==> src/rtl/dotp_pkg.sv <==
// Package: shared sizing for the dot-product engine.
// Assumes lane count is a power of two dividing the vector length.
package dotp_pkg;
    localparam int unsigned DOTP_LANES   = 4;
    localparam int unsigned DOTP_VEC_LEN = 256;
    localparam int unsigned DOTP_DATA_W  = 16;
    localparam int unsigned DOTP_ACC_W   = 2 * DOTP_DATA_W + $clog2(DOTP_VEC_LEN) + 2;
endpackage

==> src/rtl/dotp_ctrl.sv <==
// Module: dotp_ctrl
// Tracks one vector run: accepts start when idle, counts handshake beats,
// flags the final beat and closes the run when the final partial sum lands.
// Assumes drain_end arrives only after the last beat has been taken.
module dotp_ctrl #(
    parameter int unsigned BEATS = 64
) (
    input  logic clk,
    input  logic rst_n,
    input  logic start,
    input  logic in_valid,
    input  logic drain_end,
    output logic in_ready,
    output logic clr,
    output logic fire,
    output logic fire_last
);
    localparam int unsigned CNT_W = (BEATS > 1) ? $clog2(BEATS) : 1;

    logic             running_q;
    logic             all_in_q;
    logic [CNT_W-1:0] beat_cnt_q;

    // Handshake and start qualification.
    always_comb begin
        in_ready  = running_q && !all_in_q;
        fire      = in_valid && in_ready;
        fire_last = fire && (beat_cnt_q == CNT_W'(BEATS - 1));
        clr       = start && !running_q;
    end

    // Run state and beat counter.
    always_ff @(posedge clk) begin
        if (!rst_n) begin
            running_q  <= 1'b0;
            all_in_q   <= 1'b0;
            beat_cnt_q <= '0;
        end else if (clr) begin
            running_q  <= 1'b1;
            all_in_q   <= 1'b0;
            beat_cnt_q <= '0;
        end else begin
            if (fire)      beat_cnt_q <= beat_cnt_q + 1'b1;
            if (fire_last) all_in_q   <= 1'b1;
            if (drain_end) running_q  <= 1'b0;
        end
    end
endmodule

==> src/rtl/dotp_mul_stage.sv <==
// Module: dotp_mul_stage
// One signed multiplier per lane with a product register behind it; a valid
// and a last flag ride along. Assumes lane j sits at bits [j*DATA_W +: DATA_W].
module dotp_mul_stage #(
    parameter int unsigned LANES  = 4,
    parameter int unsigned DATA_W = 16,
    localparam int unsigned PROD_W = 2 * DATA_W
) (
    input  logic                          clk,
    input  logic                          rst_n,
    input  logic [LANES*DATA_W-1:0]       op_a,
    input  logic [LANES*DATA_W-1:0]       op_b,
    input  logic                          beat_vld,
    input  logic                          beat_last,
    output logic signed [PROD_W-1:0]      prod_q [LANES],
    output logic                          prod_vld_q,
    output logic                          prod_last_q
);
    genvar g;
    generate
        for (g = 0; g < LANES; g++) begin : g_lane
            logic signed [DATA_W-1:0] a_s;
            logic signed [DATA_W-1:0] b_s;
            assign a_s = op_a[g*DATA_W +: DATA_W];
            assign b_s = op_b[g*DATA_W +: DATA_W];

            // Capture this lane's product on an accepted beat.
            always_ff @(posedge clk) begin
                if (!rst_n)        prod_q[g] <= '0;
                else if (beat_vld) prod_q[g] <= a_s * b_s;
            end
        end
    endgenerate

    // Valid and last flags for the product register.
    always_ff @(posedge clk) begin
        if (!rst_n) begin
            prod_vld_q  <= 1'b0;
            prod_last_q <= 1'b0;
        end else begin
            prod_vld_q  <= beat_vld;
            prod_last_q <= beat_last;
        end
    end
endmodule

==> src/rtl/dotp_add_tree.sv <==
// Module: dotp_add_tree
// Pairwise reduction of LANES products into one registered partial sum.
// Nodes are heap-indexed: leaves at LANES-1.., root at 0. Assumes LANES is a
// power of two so every level pairs cleanly.
module dotp_add_tree #(
    parameter int unsigned LANES  = 4,
    parameter int unsigned PROD_W = 32,
    localparam int unsigned TREE_W = PROD_W + $clog2(LANES),
    localparam int unsigned NODES  = 2 * LANES - 1
) (
    input  logic                     clk,
    input  logic                     rst_n,
    input  logic signed [PROD_W-1:0] prod [LANES],
    input  logic                     prod_vld,
    input  logic                     prod_last,
    output logic signed [TREE_W-1:0] sum_q,
    output logic                     sum_vld_q,
    output logic                     sum_last_q
);
    logic signed [TREE_W-1:0] node [NODES];

    genvar n;
    generate
        for (n = 0; n < NODES; n++) begin : g_node
            if (n >= LANES - 1) begin : g_leaf
                assign node[n] = TREE_W'(prod[n - (LANES - 1)]);
            end else begin : g_add
                assign node[n] = node[2*n+1] + node[2*n+2];
            end
        end
    endgenerate

    // Register the tree root with its flags.
    always_ff @(posedge clk) begin
        if (!rst_n) begin
            sum_q      <= '0;
            sum_vld_q  <= 1'b0;
            sum_last_q <= 1'b0;
        end else begin
            if (prod_vld) sum_q <= node[0];
            sum_vld_q  <= prod_vld;
            sum_last_q <= prod_last;
        end
    end
endmodule

==> src/rtl/dotp_accum.sv <==
// Module: dotp_accum
// Running-sum register fed back through the final adder; cleared by an
// accepted start, pulses done with the last partial sum. Assumes the
// pipeline is empty whenever clr is raised.
module dotp_accum #(
    parameter int unsigned TREE_W = 34,
    parameter int unsigned ACC_W  = 42
) (
    input  logic                     clk,
    input  logic                     rst_n,
    input  logic                     clr,
    input  logic signed [TREE_W-1:0] part,
    input  logic                     part_vld,
    input  logic                     part_last,
    output logic signed [ACC_W-1:0]  acc_q,
    output logic                     done_q
);
    logic signed [ACC_W-1:0] part_ext;

    // Sign-extend the partial sum to accumulator width.
    always_comb part_ext = {{(ACC_W-TREE_W){part[TREE_W-1]}}, part};

    // Accumulate valid partial sums and flag completion.
    always_ff @(posedge clk) begin
        if (!rst_n) begin
            acc_q  <= '0;
            done_q <= 1'b0;
        end else begin
            if (clr)           acc_q <= '0;
            else if (part_vld) acc_q <= acc_q + part_ext;
            done_q <= part_vld && part_last;
        end
    end
endmodule

==> src/rtl/dotp_engine.sv <==
// Module: dotp_engine (top)
// Four-lane signed dot product over a fixed-length vector: multiply,
// tree-reduce and accumulate in three registered stages. Assumes the
// caller waits for done before starting the next vector.
module dotp_engine
    import dotp_pkg::*;
#(
    parameter int unsigned LANES   = DOTP_LANES,
    parameter int unsigned VEC_LEN = DOTP_VEC_LEN,
    parameter int unsigned DATA_W  = DOTP_DATA_W,
    parameter int unsigned ACC_W   = DOTP_ACC_W,
    localparam int unsigned BEATS  = VEC_LEN / LANES,
    localparam int unsigned PROD_W = 2 * DATA_W,
    localparam int unsigned TREE_W = PROD_W + $clog2(LANES),
    localparam int unsigned BUS_W  = LANES * DATA_W
) (
    input  logic                    clk,
    input  logic                    rst_n,
    input  logic                    start,
    input  logic                    in_valid,
    output logic                    in_ready,
    input  logic [BUS_W-1:0]        in_a,
    input  logic [BUS_W-1:0]        in_b,
    output logic signed [ACC_W-1:0] result,
    output logic                    done
);
    logic clr, fire, fire_last;
    logic signed [PROD_W-1:0] prod [LANES];
    logic prod_vld, prod_last;
    logic signed [TREE_W-1:0] part;
    logic part_vld, part_last;

    dotp_ctrl #(.BEATS(BEATS)) u_ctrl (
        .clk       (clk),
        .rst_n     (rst_n),
        .start     (start),
        .in_valid  (in_valid),
        .drain_end (part_vld && part_last),
        .in_ready  (in_ready),
        .clr       (clr),
        .fire      (fire),
        .fire_last (fire_last)
    );

    dotp_mul_stage #(.LANES(LANES), .DATA_W(DATA_W)) u_mul (
        .clk         (clk),
        .rst_n       (rst_n),
        .op_a        (in_a),
        .op_b        (in_b),
        .beat_vld    (fire),
        .beat_last   (fire_last),
        .prod_q      (prod),
        .prod_vld_q  (prod_vld),
        .prod_last_q (prod_last)
    );

    dotp_add_tree #(.LANES(LANES), .PROD_W(PROD_W)) u_tree (
        .clk        (clk),
        .rst_n      (rst_n),
        .prod       (prod),
        .prod_vld   (prod_vld),
        .prod_last  (prod_last),
        .sum_q      (part),
        .sum_vld_q  (part_vld),
        .sum_last_q (part_last)
    );

    dotp_accum #(.TREE_W(TREE_W), .ACC_W(ACC_W)) u_acc (
        .clk       (clk),
        .rst_n     (rst_n),
        .clr       (clr),
        .part      (part),
        .part_vld  (part_vld),
        .part_last (part_last),
        .acc_q     (result),
        .done_q    (done)
    );
endmodule

==> config.mk <==
export PLATFORM = sky130hd
export DESIGN_NAME = dotp_engine
export DESIGN_NICKNAME = d
export VERILOG_FILES = /design/src/rtl/dotp_pkg.sv /design/src/rtl/dotp_ctrl.sv /design/src/rtl/dotp_mul_stage.sv /design/src/rtl/dotp_add_tree.sv /design/src/rtl/dotp_accum.sv /design/src/rtl/dotp_engine.sv
export SDC_FILE = /design/constraint.sdc
export NUM_CORES = 2
export LEC_CHECK = 0
export BUFFER_PORTS_ARGS = -buffer_cell sky130_fd_sc_hd__buf_2
export CORE_UTILIZATION = 50
export CTS_CLUSTER_DIAMETER = 80
export DETAILED_ROUTE_END_ITERATION = 16
export GPL_ROUTABILITY_DRIVEN = 0
export PLACE_DENSITY = 0.69
export SLEW_MARGIN = 25
export SYNTH_ARGS = -nofsm -noshare
export SYNTH_HDL_FRONTEND = slang
export SYNTH_SLANG_ARGS = --single-unit
export TNS_END_PERCENT = 1
==> constraint.sdc <==
create_clock -name clk -period 7.3 [get_ports clk]
set_clock_uncertainty 0.2 [all_clocks]
set_input_delay 1.095 -clock clk [delete_from_list [all_inputs] [get_ports clk]]
set_output_delay 1.095 -clock clk [all_outputs]
set_load 0.005 [all_outputs]
==> results.md <==
• 0 — Fin. Hold Viols
• 23 — number of buffers created by CTS
• 117 — Site Rows
• 60 ps — post-CTS clock slew at the launch and capture registers of the worst setup and hold paths
• primary input — Worst Setup Start Kind
• 102000 um2 — area inside the core boundary
• 304 ps — Setup WS post-layout
• register — CP Capture Type
• false — setup repair after global routing missed its margin
• 40500 — number of global-route vias before repair
• fa_1 — CP max stage cell
• reg -> reg — path category of the worst min-delay check
• 963 ps — Worst Max-Slew Pin Slew
• 273 ps — worst hold slack
• 1 — H-Tree Depth
• buf_2 -> nand2_1 -> fa_1 -> inv_1 -> fa_1 -> inv_1 -> fa_1 -> inv_1 -> fa_1 -> fa_1 -> inv_1 -> fa_1 -> inv_1 -> ha_1 -> or3_1 -> a211oi_1 -> nor3b_4 -> o31ai_2 -> a311oi_2 -> o21ai_1 -> and2_4 -> o21a_1 -> or4_1 -> a31oi_1 — critical-path cell list
• built — CTS tree
• 143 MHz — fmax
• fa_1 (44%), ha_1 (9.8%), inv_1 (8.6%) — synth top area cells
• 5.22 — drt via density
• 7000 ps — Tmin final
• 217 — total number of clock tree sinks
• 9381 — filler cell count
• 125000 um — WL final
• 590 ps — delay of the slowest critical-path stage
• 73 — pin count of the biggest net entering global routing
• 78 — count of unique library cells instantiated by Yosys
• 0 — setup-violating endpoint count in the final report
• dfxtp_1 — most instantiated flip-flop cell in the synthesis netlist
• 7311 — Synthesized Nets
• 17.0 um — Routed wire per std cell
• 0.0849 — sequential fraction of the synthesis area
• 0 — total overflow reported by the global router
• 176 — I/O Pins
• 0.504 — starting density of the core
• 55100 um2 — Area after DPL
• 5 — length of the first detailed-routing pass in iterations
• 540 ps — clock insertion delay at the later pin of the skew report
• 6 — Bufs and invs on worst path
• 208000 um — wire length of the first global-routing pass
• 5 — largest fanout on the critical path
• 7240 ps — data arrival time of the worst path
• 0.0856 — fraction of final layout cells with drive strength greater than 1
• inv_1 — dominant cell by count in the synthesized netlist
• 51200 um2 — summed instance area of the synthesized netlist
• fa_1 — critical path's most frequent cell
• 322 um — Die Width
• finished, final reports clean — status
• inv_1 (1176), fa_1 (1114), nand2_1 (705) — Post-synth top cells
• fa_1 — leading area contributor after synthesis
• 104000 um2 — die footprint
• 2302 — First DRT Iteration DRCs
• 55900 um2 — final standard cell area without fillers
• 322 um — die height
• 7589 — number of nets in the layout
• -250 ps — worst slack at placement
• 9.22% — layout overhead on the synthesized area
• 175 — number of port buffers
• 0 — fraction of synthesis flops using an asynchronous set or reset pin
• 0.958 — Tcrit/Tclk final
• clkbuf_16 — clock tree root buffer cell
• 38200 — routed vias
• 3 — clk buf depth
• 217 — total of flip-flops plus latches after synthesis
• 0 — max-cap viol count
• 0.250 — Global Route Usage Sum
• 3 — number of antenna violations at the first check in global routing
• 0 — post-CTS setup buffers
• in -> reg — Worst Setup Path Type
• 0.436 — fraction of post-synthesis cell area in the top cell type by area
• adder cells — CP top delay family
• 5662 — cell count after synthesis
• 108000 um — detailed placer's ending HPWL
• 0 — DRC Markers
• 9.04 um2 — Synth Area per Inst
• 0 — EDFF count, synth
• 0 — Max Slew Vio Count
• 0 — number of warnings printed during yosys synthesis
• 7540 ps — required time of the critical path
• 0 — antenna violation net count after detailed routing
• 0.358 — Rel. slew slack
## metrics by stage
stage / std cells / util / setup TNS [ps]
after floorplan: 5662 / - / 0
after global placement: 7283 / 0.543 / -371
after detailed placement: 7283 / 0.543 / -718
after CTS: 7325 / 0.550 / 0
after global routing: 7325 / 0.550 / 0
final: 7326 / 0.550 / 0
## cell type report
type,instances,area (um2),area share
tap,1368,1710,0.0306
clock inverter,12,145,0.00260
clock buffer,30,622,0.0111
timing repair buffer,447,2940,0.0526
sequential,217,4350,0.0777
antenna,1,2.50,0.0000448
inverter,1177,4420,0.0791
multi-input combinational,4074,41700,0.746
## sequential cells by signal, indices dropped and copies added (netlist names)
name               count
u_acc.acc_q           42
u_mul.prod_vld_q       1
u_ctrl.running_q       1
u_tree.sum_q          34
u_ctrl.all_in_q        1
u_tree.sum_vld_q       1
u_ctrl.beat_cnt_q      6
u_acc.done_q           1
u_mul.prod_last_q      1
u_tree.sum_last_q      1
u_mul.prod_q         128
## final timing paths
kind / from / to / slack (ps) / cells after the start
hold / removal: u_mul.prod_q[82] / u_mul.prod_q[82] / 270 / 2
setup reg to reg: u_mul.prod_q[1] / u_tree.sum_q[29] / 2320 / 15
hold reg to reg: u_mul.prod_q[82] / u_mul.prod_q[82] / 270 / 2
setup / recovery: in_a[39] / u_mul.prod_q[61] / 300 / 24
## worst min-delay path, delay by kind of cell, from the launching register on
family             cells  cell delay [ps]
DFF                    1              320
and+or+nand+nor        1               60
AOI/OAI and AO/OA      1               50
## per-layer routing
layer	wire (um)	track usage	up-vias
met5	37	0	-
li1	-	-	17800
met4	3070	0.0565	6
met3	5940	0.0302	181
met2	60900	0.429	848
met1	54700	0.339	19400
## placed cells by master (no fill, tap or decap), types with 13 or more instances in the layout
cell          n
xnor2_1     135
xor2_1       58
a21o_1       76
nor3b_1      13
inv_1      1176
o21bai_1     25
nand2_1     704
nor2b_1      25
nand2b_1     41
clkbuf_16    23
a211oi_1     43
nand3_1      46
buf_2       175
nor2_1      219
buf_4       270
and3_1       19
nor3_1       40
dfxtp_1     215
o21a_1       31
fa_1       1114
a21oi_1     214
ha_1        403
a31oi_1      28
o21ai_0     127
nand4_1      18
and2_1      494
mux2i_1      54
## repair_timing
action                                  CTS  global route
hold buffers                              0             0
gates resized for setup                   0             3
endpoints found under the setup margin    0             2
## cells by family after synthesis
group,synth area share
AOI/OAI and AO/OA,0.0778
and+or+nand+nor,0.159
DFF,0.0849
buffers and inverters,0.101
xor gates and xnor gates,0.0330
muxes,0.0108
adders and majority gates,0.534
Power is not shown: default switching activity piles up to over one toggle a cycle in this logic, so the estimate is an artifact.
